File: src/rtl/pwcw_pkg.sv
package pwcw_pkg;

  typedef enum logic [1:0] {
    PH_IDLE = 2'd0,
    PH_LOW  = 2'd1,
    PH_HIGH = 2'd2
  } pwcw_phase_e;

  // Number of ticks of one half of a bit cell.
  function automatic int unsigned interval_ticks(
    input logic        bit_val,
    input logic        high_half,
    input int unsigned one_lo,
    input int unsigned one_hi,
    input int unsigned zero_lo,
    input int unsigned zero_hi
  );
    if (bit_val) return high_half ? one_hi : one_lo;
    return high_half ? zero_hi : zero_lo;
  endfunction

  function automatic int unsigned max_of4(
    input int unsigned a,
    input int unsigned b,
    input int unsigned c,
    input int unsigned d
  );
    int unsigned m;
    m = a;
    if (b > m) m = b;
    if (c > m) m = c;
    if (d > m) m = d;
    return m;
  endfunction

endpackage

File: src/rtl/pwcw_bit_pick.sv
module pwcw_bit_pick #(
  parameter int unsigned DATA_W = 8,
  parameter int unsigned IDX_W  = 3
) (
  input  logic [DATA_W-1:0] word_i,
  input  logic [IDX_W-1:0]  idx_i,
  output logic              bit_o
);

  logic [DATA_W-1:0] sel_mask;

  // One-hot mask built from the bit position.
  for (genvar g = 0; g < DATA_W; g++) begin : g_mask
    assign sel_mask[g] = (idx_i == IDX_W'(g));
  end

  assign bit_o = |(word_i & sel_mask);

endmodule

File: src/rtl/pwcw_tick_timer.sv
module pwcw_tick_timer #(
  parameter int unsigned CNT_W = 10
) (
  input  logic             clk_i,
  input  logic             rst_ni,
  input  logic             active_i,
  input  logic             tick_i,
  input  logic             load_i,
  input  logic [CNT_W-1:0] load_val_i,
  output logic             expire_o
);

  logic [CNT_W-1:0] remain_q;
  logic             at_zero;

  assign at_zero  = (remain_q == '0);
  assign expire_o = active_i && tick_i && at_zero;

  always_ff @(posedge clk_i or negedge rst_ni) begin
    if (!rst_ni) begin
      remain_q <= '0;
    end else if (load_i) begin
      remain_q <= load_val_i;
    end else if (active_i && tick_i && !at_zero) begin
      remain_q <= remain_q - 1'b1;
    end
  end

endmodule

File: src/rtl/pwcw_seq.sv
module pwcw_seq
  import pwcw_pkg::*;
#(
  parameter int unsigned DATA_W = 8,
  parameter int unsigned IDX_W  = 3
) (
  input  logic              clk_i,
  input  logic              rst_ni,
  input  logic              start_i,
  input  logic [DATA_W-1:0] data_i,
  input  logic              expire_i,
  output pwcw_phase_e       phase_o,
  output logic [IDX_W-1:0]  idx_o,
  output logic [DATA_W-1:0] word_o,
  output logic              accept_o,
  output logic              load_o,
  output logic              load_high_o,
  output logic              last_end_o,
  output logic              done_o
);

  localparam logic [IDX_W-1:0] LAST_IDX = IDX_W'(DATA_W - 1);

  pwcw_phase_e       phase_q;
  logic [IDX_W-1:0]  idx_q;
  logic [DATA_W-1:0] word_q;
  logic              done_q;
  logic              low_end;
  logic              high_end;
  logic              is_last;

  assign accept_o    = (phase_q == PH_IDLE) && start_i;
  assign low_end     = (phase_q == PH_LOW) && expire_i;
  assign high_end    = (phase_q == PH_HIGH) && expire_i;
  assign is_last     = (idx_q == LAST_IDX);
  assign last_end_o  = high_end && is_last;
  assign load_o      = accept_o || low_end || (high_end && !is_last);
  assign load_high_o = low_end;

  always_ff @(posedge clk_i or negedge rst_ni) begin
    if (!rst_ni) begin
      phase_q <= PH_IDLE;
      idx_q   <= '0;
      word_q  <= '0;
      done_q  <= 1'b0;
    end else begin
      done_q <= last_end_o;
      unique case (phase_q)
        PH_IDLE: begin
          if (start_i) begin
            phase_q <= PH_LOW;
            idx_q   <= '0;
            word_q  <= data_i;
          end
        end
        PH_LOW: begin
          if (expire_i) phase_q <= PH_HIGH;
        end
        PH_HIGH: begin
          if (expire_i) begin
            if (is_last) begin
              phase_q <= PH_IDLE;
            end else begin
              phase_q <= PH_LOW;
              idx_q   <= idx_q + 1'b1;
            end
          end
        end
        default: phase_q <= PH_IDLE;
      endcase
    end
  end

  assign phase_o = phase_q;
  assign idx_o   = idx_q;
  assign word_o  = word_q;
  assign done_o  = done_q;

endmodule

File: src/rtl/pwcw_writer.sv
module pwcw_writer
  import pwcw_pkg::*;
#(
  parameter int unsigned DATA_W          = 8,
  parameter int unsigned ONE_LOW_TICKS   = 1000,
  parameter int unsigned ONE_HIGH_TICKS  = 1000,
  parameter int unsigned ZERO_LOW_TICKS  = 300,
  parameter int unsigned ZERO_HIGH_TICKS = 1700
) (
  input  logic              clk_i,
  input  logic              rst_ni,
  input  logic              tick_i,
  input  logic              start_i,
  input  logic [DATA_W-1:0] data_i,
  output logic              coil_o,
  output logic              busy_o,
  output logic              done_o
);

  localparam int unsigned IDX_W   = (DATA_W > 1) ? $clog2(DATA_W) : 1;
  localparam int unsigned MAX_LEN = max_of4(ONE_LOW_TICKS, ONE_HIGH_TICKS,
                                            ZERO_LOW_TICKS, ZERO_HIGH_TICKS);
  localparam int unsigned CNT_W   = (MAX_LEN > 1) ? $clog2(MAX_LEN) : 1;

  pwcw_phase_e       phase;
  logic [IDX_W-1:0]  cur_idx;
  logic [DATA_W-1:0] held_word;
  logic              accept;
  logic              load;
  logic              load_high;
  logic              last_end;
  logic              phase_end;
  logic              is_idle;
  logic [DATA_W-1:0] pick_word;
  logic [IDX_W-1:0]  pick_idx;
  logic              pick_bit;
  logic [CNT_W-1:0]  load_val;

  assign is_idle = (phase == PH_IDLE);

  pwcw_seq #(
    .DATA_W (DATA_W),
    .IDX_W  (IDX_W)
  ) u_seq (
    .clk_i       (clk_i),
    .rst_ni      (rst_ni),
    .start_i     (start_i),
    .data_i      (data_i),
    .expire_i    (phase_end),
    .phase_o     (phase),
    .idx_o       (cur_idx),
    .word_o      (held_word),
    .accept_o    (accept),
    .load_o      (load),
    .load_high_o (load_high),
    .last_end_o  (last_end),
    .done_o      (done_o)
  );

  // Bit whose interval is loaded next: bit 0 of the incoming word on a
  // start, the current bit at a low end, the following bit at a high end.
  assign pick_word = is_idle ? data_i : held_word;
  assign pick_idx  = is_idle ? '0
                   : ((phase == PH_HIGH) ? IDX_W'(cur_idx + 1'b1) : cur_idx);

  pwcw_bit_pick #(
    .DATA_W (DATA_W),
    .IDX_W  (IDX_W)
  ) u_pick (
    .word_i (pick_word),
    .idx_i  (pick_idx),
    .bit_o  (pick_bit)
  );

  assign load_val = CNT_W'(interval_ticks(pick_bit, load_high,
                                          ONE_LOW_TICKS, ONE_HIGH_TICKS,
                                          ZERO_LOW_TICKS, ZERO_HIGH_TICKS) - 1);

  pwcw_tick_timer #(
    .CNT_W (CNT_W)
  ) u_timer (
    .clk_i      (clk_i),
    .rst_ni     (rst_ni),
    .active_i   (!is_idle),
    .tick_i     (tick_i),
    .load_i     (load),
    .load_val_i (load_val),
    .expire_o   (phase_end)
  );

  assign coil_o = (phase != PH_LOW);
  assign busy_o = !is_idle;

endmodule

File: config.mk
export PLATFORM = sky130hd
export DESIGN_NAME = pwcw_writer
export DESIGN_NICKNAME = d
export VERILOG_FILES = /design/src/rtl/pwcw_pkg.sv /design/src/rtl/pwcw_bit_pick.sv /design/src/rtl/pwcw_tick_timer.sv /design/src/rtl/pwcw_seq.sv /design/src/rtl/pwcw_writer.sv
export SDC_FILE = /design/constraint.sdc
export NUM_CORES = 1
export LEC_CHECK = 0
export ABC_AREA = 0
export BUFFER_PORTS_ARGS = -buffer_cell sky130_fd_sc_hd__buf_2
export CAP_MARGIN = 20
export CORE_MARGIN = 10
export CORE_UTILIZATION = 25
export CTS_CLUSTER_DIAMETER = 100
export CTS_CLUSTER_SIZE = 24
export DETAILED_ROUTE_END_ITERATION = 10
export PLACE_DENSITY = 0.43
export RECOVER_POWER = 100
export SLEW_MARGIN = 20
export SYNTH_ARGS = -nofsm -noshare
export SYNTH_HDL_FRONTEND = slang
export SYNTH_HIERARCHICAL = 1
export SYNTH_SLANG_ARGS = --single-unit
File: constraint.sdc
create_clock -name clk_i -period 5 [get_ports clk_i]
set_clock_uncertainty 0.2 [all_clocks]
set_input_delay 0.25 -clock clk_i [delete_from_list [all_inputs] [get_ports clk_i]]
set_output_delay 0.25 -clock clk_i [all_outputs]
set_load 0.02 [all_outputs]
# After elaboration in Yosys (flattened, before gate mapping)
# Index checks and enable logic that the tools add are counted.
# W data, S select, Z words.
[classes] n_addsub=3 eq_ne=15 mux=18 bitwise_logic=1 reduce_logical=22
[ops] op="$mux W11" count=4
[ops] op="$sub A11 B1 Y11 const B" count=2
[ops] op="$eq A3 B3 Y1 const B" count=5
[ops] op="$mux W3" count=5
[ops] op="$logic_not A11 Y1" count=1
[ops] op="$mux W10" count=1
[ops] op="$and A8 B8 Y8" count=1
[ops] op="$logic_and A1 B1 Y1" count=8
[ops] op="$mux W8" count=1
[ops] op="$reduce_or A8 Y1" count=1
[ops] op="$eq A3 B2 Y1 const B" count=2
[ops] op="$mux W2" count=3
[ops] op="$ne A2 B1 Y1 const B" count=3
[ops] op="$pmux W2 S3" count=1
[ops] op="$pmux W3 S2" count=1
[ops] op="$ne A2 B2 Y1 const B" count=2
[ops] op="$reduce_and A4 Y1" count=1
[ops] op="$reduce_bool A2 Y1" count=2
[ops] op="$add A3 B1 Y3 const B" count=1
[ops] op="$eq A3 B1 Y1 const B" count=1
[ops] op="$logic_not A1 Y1" count=3
[ops] op="$logic_not A3 Y1" count=1
[ops] op="$reduce_and A3 Y1" count=1
[ops] op="$eq A2 B1 Y1 const B" count=1
[ops] op="5 further kinds" count=7
[totals] register_bits=25 out_inout_bits=3 elab_cells=64

# Logic depth before layout (Yosys ltp)
# Gate-level depths: netlist of the first run.
[logic_depth] ltp_word=10 depth_mapped=12

# By module
# The synthesis of the first run kept the hierarchy.
[by_module_without_submodules] module="pwcw_tick_timer" instances=1 cells_per_inst=84 area_each_um2=709.4 seq_area_each_um2=275.3
[by_module_without_submodules] module="pwcw_seq" instances=1 cells_per_inst=50 area_each_um2=655.6 seq_area_each_um2=350.3
[by_module_without_submodules] module="pwcw_writer" instances=1 cells_per_inst=28 area_each_um2=210.2 seq_area_each_um2=0.0
[by_module_without_submodules] module="pwcw_bit_pick" instances=1 cells_per_inst=3 area_each_um2=63.8 seq_area_each_um2=0.0

# Worst setup path before layout of the first run
# Ideal clock, no wire load.
[synth_path] kind="reg2reg" from="register u_seq.phase_q[1], in the netlist u_seq/phase_o[1]" to="register u_timer.remain_q[10]" setup_ns=0.135 arrival_time_ns=2.781 required_ns=4.665 path_slack_ns=1.884 path_stages_with_launch=12 n_path_buf=2 period_less_slack_ns=3.116 cell_sequence="dfrtp_1 nor2_4 inv_1 nand4b_1 or2_2 nor3_1 nand3b_2 a21o_2 nand2_1 buf_1 clkbuf_1 o21ai_0"
[synth_rtl] element="start: declaration" line_no="pwcw_seq.sv:24" text="pwcw_phase_e phase_q;"
[synth_rtl] element="start signal: assignment" line_no="pwcw_seq.sv:42" text="phase_q <= PH_IDLE;"
[synth_rtl] element="start signal: assignment" line_no="pwcw_seq.sv:51" text="phase_q <= PH_LOW;"
[synth_rtl] element="start signal: assignment" line_no="pwcw_seq.sv:57" text="if (expire_i) phase_q <= PH_HIGH;"
[synth_rtl] element="$logic_not A2 Y1 (*)" line_no="pwcw_writer.sv:39" text="assign is_idle = (phase == PH_IDLE);"
[synth_rtl] element="$logic_not A1 Y1 (*)"
[synth_rtl] element="named net busy_o" line_no="pwcw_writer.sv:16" text="output logic busy_o,"
[synth_rtl] element="$logic_and A1 B1 Y1 (*)" line_no="pwcw_tick_timer.sv:17, pwcw_tick_timer.sv:24"
[synth_rtl] element="$logic_and A1 B1 Y1 (*)" line_no="pwcw_tick_timer.sv:17" text="assign expire_o = active_i && tick_i && at_zero;"
[synth_rtl] element="named net phase_end" line_no="pwcw_writer.sv:32" text="logic phase_end;"
[synth_rtl] element="$logic_and A1 B1 Y1 (on tied branches)" line_no="pwcw_seq.sv:33, pwcw_seq.sv:34"
[synth_rtl] element="$logic_or A1 B1 Y1 or $logic_and A1 B1 Y1 (tied branches)" line_no="pwcw_seq.sv:37" text="assign load_o = accept_o || low_end || (high_end && !is_last);"
[synth_rtl] element="$logic_or A1 B1 Y1 (*)" line_no="pwcw_seq.sv:37"
[synth_rtl] element="named net load" line_no="pwcw_writer.sv:29" text="logic load;"
[synth_rtl] element="$mux W11 or $reduce_bool A2 Y1 (tied branches)"
[synth_rtl] element="end signal: assignment" line_no="pwcw_tick_timer.sv:23" text="remain_q <= load_val_i;"
[synth_rtl] element="end signal: assignment" line_no="pwcw_tick_timer.sv:25" text="remain_q <= remain_q - 1'b1;"
[synth_rtl] element="end: declaration" line_no="pwcw_tick_timer.sv:13" text="logic [CNT_W-1:0] remain_q;"
# Mark *: on every way through the listed nets, which the timed path passes. The rest lies on a longest branch.
# A chain may end at the register's enable or synchronous reset.

# Worst setup path in the final report of the first run
[layout_path] from="register u_seq.phase_q[0], in the netlist u_seq/phase_o[0]" to="register u_timer.remain_q[3]"
[layout_rtl] element="$logic_not A2 Y1 (*)" line_no="pwcw_writer.sv:39"
[layout_rtl] element="$logic_not A1 Y1 (*)" line_no="pwcw_writer.sv:84" text=".active_i (!is_idle),"
[layout_rtl] element="$logic_and A1 B1 Y1 (*) (2 in series)" line_no="pwcw_tick_timer.sv:17"
[layout_rtl] element="named net phase_end" line_no="pwcw_writer.sv:32"
[layout_rtl] element="$logic_and A1 B1 Y1 (on tied branches)" line_no="pwcw_seq.sv:33, pwcw_seq.sv:34"
[layout_rtl] element="$logic_or A1 B1 Y1 or $logic_and A1 B1 Y1 (tied branches)" line_no="pwcw_seq.sv:37"
[layout_rtl] element="$logic_or A1 B1 Y1 (*)" line_no="pwcw_seq.sv:37"
[layout_rtl] element="named net load" line_no="pwcw_writer.sv:29"
[layout_rtl] element="$mux W11 or $reduce_bool A2 Y1 (tied branches)"
# Marked as above.

==> results_dict.tcl, run 1 <==
set metrics [dict create \
    status "finished, final reports clean" \
    grt_max_degree 26 \
    dieArea_um2 10190 \
    h-tree-depth 1 \
    tritoncts.num_buffers 3 \
    cp_max_fo 17 \
    hold_class "input port to flop" \
    antenna_found_initial 0 \
    cap_violations 0 \
    route.detailed.drc 0 \
    port_buffers 14 \
    crit_type "flop to flop" \
    cts_tree "built" \
    cp-start-kind "flop" \
    cts_setup_buffers 0 \
    design.core.area_um2 6350 \
    crit_path_end_kind "flop" \
    viasPerCell 4.858 \
    synth_ff_type "dfrtp_1" \
    tightest_slew_ns 1.469 \
    postRouteWirelength_mm 3.665 \
    clock_sinks 25 \
    clk_path_buf_depth 2 \
    finalHoldViolCount 0 \
    cts_resized 0 \
    cts_root_buf "clkbuf_8" \
    fmax_mhz 259.0 \
    synth-edff-count 0 \
    die-height_um 101.0 \
    fin_area_um2 1852 \
    drive_gt1_share_pct 24.46 \
    insertion_delay_ns 0.28 \
    grtUsageTotal_pct 7.870 \
    num_vias 1268 \
    utilization_pct 29.16 \
    yosysSeqAreaShare_pct 38.17 \
    fin_crit_sh_pct 77.23 \
    ant_nets 0 \
    nets 202 \
    die_w_um 101.0 \
    areaGrowthSynthToFinish_pct 12.98 \
    ioPinCount 15 \
    synthTopCellsByArea "dfrtp_1 (38%), mux2_2 (12%), o21ai_0 (4.0%), ha_1 (3.8%), mux4_1 (3.2%)" \
    async_flop_share_pct 100.0 \
    synth_largest_area_cell "dfrtp_1" \
    firstDrtPassIters 6 \
    min_period_ns 3.861 \
    grt_pass1_wl_mm 6.651 \
    grt_pass1_vias 1360 \
    postSynthAreaPerCell_um2 9.934 \
    hpwlAfterDp_mm 2.650 \
    power_uw 724.5 \
    leakage_uw 0.0007704 \
    p_per_area_nw_per_um2 391.2 \
    synth_top_cells_by_count "dfrtp_1 (25), mux2_2 (17), o21ai_0 (13), inv_1 (12), nand2_1 (12)" \
    place_area_um2 1792 \
    synth_top_cell_area_share_pct 38.17 \
    arrival_ns 3.81 \
    synth-seq-cells 25 \
    rsz0062_at_grt "false" \
    start_util_pct 25.81 \
    n_antenna_cell 0 \
    yosys.cell_types.count 50 \
    finalSetupViolCount 0 \
    fp-row-count 29 \
    crit_required_ns 4.95 \
    irDropWorstVdd_uv 161.6 \
    final-max-slew-violation-count 0 \
    synthCells 165 \
    dr.first_iter.drc_count 22 \
    relSlewSlack_pct 2.052 \
    clk_pin_slew_ns 0.10 \
    synth.most_common_cell "dfrtp_1" \
    synth_warnings 6 \
    gp_congestion 0.7909 \
    final.setup.tns_ns 0 \
    routedWlPerCell_um 14.04 \
    gr-total-overflow 0 \
    netlist_area_um2 1639 \
]
## per-stage QoR
stage / cells / hold slack (ns) / worst slack [ns]
2_1_floorplan: 167 / -0.2456 / 1.884
3_3_place_gp: 253 / 0.1048 / 1.383
3_5_place_dp: 253 / 0.1156 / 1.245
4_1_cts: 261 / 0.0007737 / 1.220
5_1_grt: 261 / 0.005855 / 0.6519
6_report: 261 / 0.01289 / 1.139
## power breakdown
part / internal (uW) / total, uW / switching, uW
logic: 138 / 252 / 114
registers: 274 / 343 / 68.7
clock network: 56.0 / 130 / 73.6
total: 468 / 724 / 256
## flip-flops by register name, indices dropped and copies added, names as in the netlist
signal / cells
u_timer/remain_q: 11
u_seq/word_o: 8
u_seq/idx_o: 3
u_seq/phase_o: 2
u_seq/done_o: 1
## layout make-up
cell class	count	area (um2)
clock buffers	3	41.29
clock inverters	1	5.005
fillers	645	4498
inverters	12	45.04
multi-input cells	125	932.1
flip-flops and latches	25	625.6
well taps	77	96.34
repair buffers	18	106.4
## per-layer routing
metal	up-vias	share of wire (%)	wire, um	global-route usage [%]
li1	641	-	-	-
met1	593	46	1692	9.579
met2	30	48	1741	12.87
met3	4	5.5	201	2.675
met4	0	0.79	29	2.144
met5	-	0	0	0
## cells by family (layout without fill, tap and decap cells)
group	count (synthesis)	count (layout)	synth area share [%]
flip-flops	25	25	38.17
adder cells (fa/ha/maj)	5	5	3.817
other	2	4	0.4582
AO/OA/AOI/OAI	39	39	15.72
buffers and inverters	17	34	4.046
AND/OR/NAND/NOR	57	57	22.29
multiplexers	20	20	15.50
## repair_timing
action | CTS | global route
hold endpoints to repair | 28 | 0
hold buffers | 4 | 0
endpoints found under the setup margin | 0 | 0
## worst max-delay path, stage by stage (launching register included)
cell	delay [ns]
dfrtp_1	0.61
nor2_1	0.28
inv_1	0.20
nand4b_1	0.19
or2_2	0.34
nor3_1	0.46
nand3b_2	0.23
a21o_2	0.26
nand2_1	0.39
inv_1	0.24
a31oi_1	0.22
o41ai_1	0.09
## final timing paths
path                             startpoint             endpoint  slack (ns)  cells past startpoint
setup reg to reg           u_seq/phase_o[0]  u_timer/remain_q[3]        1.14                     11
max in group asynchronous            rst_ni      u_seq/word_o[6]        3.11                      2
setup / recovery           u_seq/phase_o[0]  u_timer/remain_q[3]        1.14                     11
hold reg to reg             u_seq/word_o[1]      u_seq/word_o[1]        0.31                      1
min in group asynchronous            rst_ni  u_timer/remain_q[8]        0.65                      2
hold / removal                    data_i[6]      u_seq/word_o[6]        0.01                      2
## cells in the final DEF (no fill, tap or decap), drive strengths merged, types with 2 or more instances in the layout
| master | instances |
|---|---|
| mux2 | 17 |
| or2b | 3 |
| dlygate4sd3 | 4 |
| o31ai | 2 |
| o21a | 2 |
| nand2b | 3 |
| nor4 | 3 |
| a21oi | 5 |
| nor2 | 7 |
| a21o | 2 |
| or2 | 2 |
| nand3b | 3 |
| nor3 | 5 |
| buf | 11 |
| o21ai | 14 |
| nand3 | 3 |
| dfrtp | 25 |
| conb | 4 |
| ha | 5 |
| mux4 | 2 |
| clkbuf | 6 |
| a221o | 2 |
| and3 | 3 |
| a31oi | 4 |
| inv | 12 |
| or4 | 3 |
| nand2 | 12 |
| or3 | 5 |
(Power assumes the default switching activity.)
==> run 2, diff against run 1 <==
- clock period: 5 -> 3.6 ns (I/O delays scaled with it)
==> run 2 against run 1 <==
Clock power grew 32%. Global-route usage fell by 0.52 points. Critical path depth rose by 1. Critical path type unchanged. Critical endpoint unchanged. Largest cell class unchanged.
==> results_dict.tcl, run 2 (synthesis gave the netlist of run 1 again) <==
set metrics [dict create \
    clk_pin_slew_ns 0.09 \
    cts_tree "built" \
    seqCellArea_um2 625.6 \
    port_buffers 14 \
    n_fill_cell 657 \
    slowest_delay_ns 0.45 \
    ant_nets 0 \
    multi_input_area_um2 932.1 \
    final.setup.tns_ns 0 \
    n_antenna_cell 0 \
    worst_r2r_endpoint "u_timer/remain_q[3]" \
    areaGrowthSynthToFinish_pct 17.10 \
    cap_violations 0 \
    rsz0062_at_grt "false" \
    rr_worst_depth 12 \
    relSlewSlack_pct 5.179 \
    layout_common_cells "dfrtp_1 (25), mux2_2 (17), o21ai_0 (14), inv_1 (12), nand2_1 (12)" \
    power_uw 992.2 \
    swShare_pct 33.82 \
    hold_class "input port to flop" \
    crit_type "flop to flop" \
    finalSetupViolCount 0 \
    ioPinCount 15 \
    regMostFlops "u_timer/remain_q" \
    worstSetupStartpoint "u_timer/remain_q[0]" \
    status "finished, final reports clean" \
    fmax_mhz 324.0 \
    worstHoldPathCells 4 \
    num_vias 1269 \
    grt_pass1_vias 1266 \
    crit_path_end_kind "flop" \
    nets 210 \
    crit_slowest_cell "nor3_1" \
    grtUsageTotal_pct 7.349 \
    cp-start-kind "flop" \
    p_sw_uw 335.6 \
    clock_sinks 25 \
    dieArea_um2 10190 \
    fin_hold_ws_ns 0.1330 \
    routedWlPerCell_um 13.30 \
    hold_start "start_i" \
    irDropWorstVdd_uv 235.2 \
    die-height_um 101.0 \
    drive_gt1_share_pct 23.96 \
    whs_endpoint "u_seq/phase_o[0]" \
    pwr-share-seq_pct 46.9 \
    largest_register_ffs 11 \
    mostFrequentLayoutCell "dfrtp_1" \
    leakage_uw 0.0007983 \
    regToRegSetupSlack_ns 0.51 \
    p_int_uw 656.6 \
    rr_startpoint "u_timer/remain_q[0]" \
    crit_chain "inv_1 -> ha_1 -> nand4b_1 -> or2_2 -> nor3_1 -> nand3b_2 -> a21o_2 -> nand2_1 -> buf_4 -> and2_0 -> a31oi_1 -> o41ai_1" \
    h-tree-depth 1 \
    cts_resized 0 \
    dr.first_iter.drc_count 22 \
    viasPerCell 4.717 \
    tightest_slew_ns 1.422 \
    tritoncts.num_buffers 3 \
    clk_path_buf_depth 2 \
    design.core.area_um2 6350 \
    antenna_found_initial 0 \
    grt_pass1_wl_mm 6.203 \
    fp-row-count 29 \
    p_per_area_nw_per_um2 517.0 \
    start_util_pct 25.81 \
    gp_congestion 0.7394 \
    cts_root_buf "clkbuf_8" \
    grt_max_degree 26 \
    min_period_ns 3.086 \
    crit_required_ns 3.57 \
    firstDrtPassIters 4 \
    clkPwrFrac_pct 17.3 \
    die_w_um 101.0 \
    cp_max_fo 16 \
    finalHoldViolCount 0 \
    final-max-slew-violation-count 0 \
    postRouteWirelength_mm 3.579 \
    hpwlAfterDp_mm 2.648 \
    gr-total-overflow 0 \
    route.detailed.drc 0 \
    combPwrFrac_pct 35.8 \
    fin_crit_sh_pct 85.73 \
    arrival_ns 3.05 \
    insertion_delay_ns 0.27 \
]
[run 2: cell count changes in the layout (fill, tap and decap cells not counted), sizes merged]
cell         previous run  this run
dlygate4sd3             4         9
buf                    11        13
clkbuf                  6         8
clkinv                  1         0
[run 2: critical path: cells and delay by family (launching register included)]
kind,cells,cell delay (ns)
flip-flops,1,0.44
buffers and inverters,2,0.32
AND/OR/NAND/NOR,6,1.47
adder cells (fa/ha/maj),1,0.19
AO/OA/AOI/OAI,3,0.36
[run 2: repair_timing]
action / in CTS / in global routing
buffers inserted: 0 / 0
hold buffers: 9 / 0
hold endpoints to repair: 33 / 0
[run 2: worst max-delay path by stage]
| stage | slack, ns | endpoint |
|---|---|---|
| 6_report | 0.51 | u_timer/remain_q[3] |
| 5_1_grt | 0.19 | u_timer/remain_q[3] |
| 4_1_cts | 0.49 | u_timer/remain_q[3] |
| 3_5_place_dp | 0.50 | u_timer/remain_q[3] |
| 3_3_place_gp | 0.60 | u_timer/remain_q[3] |
| 2_1_floorplan | 0.48 | u_timer/remain_q[10] |
[run 2: area by class of cell]
| type | instances | share of cell area (%) |
|---|---|---|
| clock buffers | 4 | 2.347 |
| inverters | 12 | 2.347 |
| multi-input cells | 125 | 48.57 |
| flip-flops and latches | 25 | 32.59 |
| well taps | 77 | 5.020 |
| repair buffers | 26 | 9.126 |
[run 2: routing by layer]
layer | global-route usage (%) | vias up | part of all wire [%]
met3 | 2.538 | 2 | 4.4
met4 | 0.6431 | 0 | 0.34
li1 | - | 658 | -
met5 | 0 | - | 0
met2 | 12.68 | 22 | 49
met1 | 8.894 | 587 | 46
[run 2: power by group through the flow]
stage / Clock [uW] / Combinational [uW] / Sequential (uW)
finish: 171 / 356 / 465
global route: 192 / 404 / 483
CTS: 181 / 365 / 464
detailed placement: 0 / 355 / 469
global placement: 0 / 360 / 474
floorplan: 0 / 289 / 445
[run 2: through the flow]
step                worst slack (ns)  instances  cell area (um2)  util, %
global route                  0.1871        269             1919    30.23
detailed placement            0.5039        256             1814    28.57
CTS                           0.4893        269             1949    30.70
floorplan                     0.4836        167             1647        -
global placement              0.5954        256             1814    28.57
finish                        0.5138        269             1919    30.23
==> run 3, diff against run 2 <==
==> constraint.sdc (replaced) <==
create_clock -name clk_i -period 3.6 [get_ports clk_i]
set_clock_uncertainty 0.2 [all_clocks]
set_input_delay 0.72 -clock clk_i [delete_from_list [all_inputs] [get_ports clk_i]]
set_output_delay 0.72 -clock clk_i [all_outputs]
set_load 0.02 [all_outputs]
==> run 3 against run 2 <==
Critical path depth decreased by 2. Wire length decreased by 0.50%. Clock power about the same. Fmax decreased by 0.45%. Power decreased by 0.61%. Worst hold slack improved by 0.18 ns. Critical path type unchanged. Global-route usage decreased by 0.11 points. Largest power group unchanged. Combinational power decreased by 2%. Core utilization decreased by 1.4 points. First-iteration DRC count increased by 100%.
==> results_dict.tcl, run 3 (synthesis gave the netlist of run 1 again) <==
set metrics [dict create \
    pwr-share-seq_pct 47.2 \
    fin_crit_sh_pct 86.11 \
    fmax_mhz 322.6 \
    cap_violations 0 \
    n_fill_cell 684 \
    dieArea_um2 10190 \
    cts_root_buf "clkbuf_8" \
    ant_nets 0 \
    cp_max_fo 16 \
    leakage_uw 0.0007617 \
    finalHoldViolCount 0 \
    largest_register_ffs 11 \
    rr_startpoint "u_timer/remain_q[3]" \
    status "finished, final reports clean" \
    fin_area_um2 1829 \
    firstDrtPassIters 4 \
    seqCellArea_um2 625.6 \
    arrival_ns 3.07 \
    ioPinCount 15 \
    p_int_uw 649.7 \
    n_antenna_cell 0 \
    min_period_ns 3.100 \
    multi_input_area_um2 932.1 \
    design.core.area_um2 6350 \
    combPwrFrac_pct 35.4 \
    insertion_delay_ns 0.27 \
    postRouteWirelength_mm 3.561 \
    grt_pass1_wl_mm 6.113 \
    relSlewSlack_pct 6.364 \
    crit_path_end_kind "flop" \
    antenna_found_initial 0 \
    pre_cts_ws_ns 0.4457 \
    setup_ws_ns 0.4999 \
    regMostFlops "u_timer/remain_q" \
    gr-total-overflow 0 \
    worst_r2r_endpoint "u_timer/remain_q[3]" \
    areaGrowthSynthToFinish_pct 11.60 \
    clock_sinks 25 \
    crit_type "flop to flop" \
    h-tree-depth 1 \
    die_w_um 101.0 \
    start_util_pct 25.81 \
    viasPerCell 4.904 \
    dr.first_iter.drc_count 44 \
    regToRegSetupSlack_ns 0.50 \
    grtUsageTotal_pct 7.234 \
    die-height_um 101.0 \
    mostFrequentLayoutCell "dfrtp_1" \
    routedWlPerCell_um 13.70 \
    p_per_area_nw_per_um2 539.1 \
    cts_setup_buffers 0 \
    grt_max_degree 26 \
    clk_path_buf_depth 2 \
    swShare_pct 34.12 \
    final.setup.tns_ns 0 \
    hpwlAfterDp_mm 2.642 \
    cp-start-kind "flop" \
    gp_congestion 0.7425 \
    hold_class "flop to flop" \
    hold_buffers 0 \
    rsz0062_at_grt "false" \
    utilization_pct 28.81 \
    tightest_slew_ns 1.405 \
    final-max-slew-violation-count 0 \
    tritoncts.num_buffers 3 \
    drive_gt1_share_pct 25.14 \
    p_sw_uw 336.5 \
    crit_required_ns 3.57 \
    num_vias 1275 \
    grt_pass1_vias 1259 \
    rr_worst_depth 10 \
    fp-row-count 29 \
    route.detailed.drc 0 \
    worstHoldPathCells 1 \
    clkPwrFrac_pct 17.4 \
    whs_endpoint "u_seq/word_o[3]" \
    layout_common_cells "dfrtp_1 (25), mux2_2 (17), o21ai_0 (14), inv_1 (12), nand2_1 (12)" \
    place_area_um2 1814 \
    nets 201 \
    finalSetupViolCount 0 \
    irDropWorstVdd_uv 223.6 \
    hold_start "u_seq/word_o[3]" \
    cts_resized 0 \
    clk_pin_slew_ns 0.10 \
    power_uw 986.2 \
    cts_tree "built" \
    port_buffers 14 \
]
==> run 3: cell count changes in the layout (fill, tap and decap cells not counted), sizes merged <==
cell         previous run  this run
dlygate4sd3             9         0
==> run 3: critical path: stages (launching register included) <==
cell	delay, ns
dfrtp_1	0.44
or3_1	0.52
or2_2	0.36
nor3_1	0.45
nand3b_2	0.23
a21o_2	0.26
nand2_1	0.08
buf_4	0.20
and2_1	0.15
a31oi_1	0.04
o41ai_1	0.07
==> run 3: area by class of cell <==
type	instances	share of cell area [%]
multi-input combinational	125	50.96
sequential	25	34.20
tap	77	5.267
timing repair buffer	17	4.651
clock buffer	4	2.462
inverter	12	2.462
==> run 3: metal layers <==
metal / up-vias / track usage, % / part of all wire, %
met5: - / 0 / 0
met4: 0 / 0.6431 / 0.34
met3: 2 / 2.743 / 5.7
met2: 33 / 12.78 / 49
met1: 603 / 8.367 / 45
li1: 637 / - / -
==> run 3: stage by stage <==
stage                     instances  hold WS, ns
after detailed placement        256       0.2952
after global routing            260       0.3321
final                           260       0.3092
after global placement          256       0.2881
after floorplan                 167       0.2244
after CTS                       260       0.2671
==> run 3: power by group through the flow <==
stage,Sequential [uW],Combinational [uW],Clock [uW]
floorplan,445,289,0
global placement,471,360,0
detailed placement,469,356,0
CTS,464,358,189
global route,484,392,198
finish,466,349,172
==> run 3: worst max path at each step <==
stage	start	end	slack [ns]	cells past startpoint
after floorplan	u_seq/phase_o[1]	u_timer/remain_q[10]	0.48	11
after global placement	tick_i	u_timer/remain_q[3]	0.53	11
after detailed placement	tick_i	u_timer/remain_q[3]	0.45	11
after CTS	u_timer/remain_q[3]	u_timer/remain_q[3]	0.50	10
after global routing	u_seq/phase_o[1]	u_timer/remain_q[3]	0.20	12
final	u_timer/remain_q[3]	u_timer/remain_q[3]	0.50	10
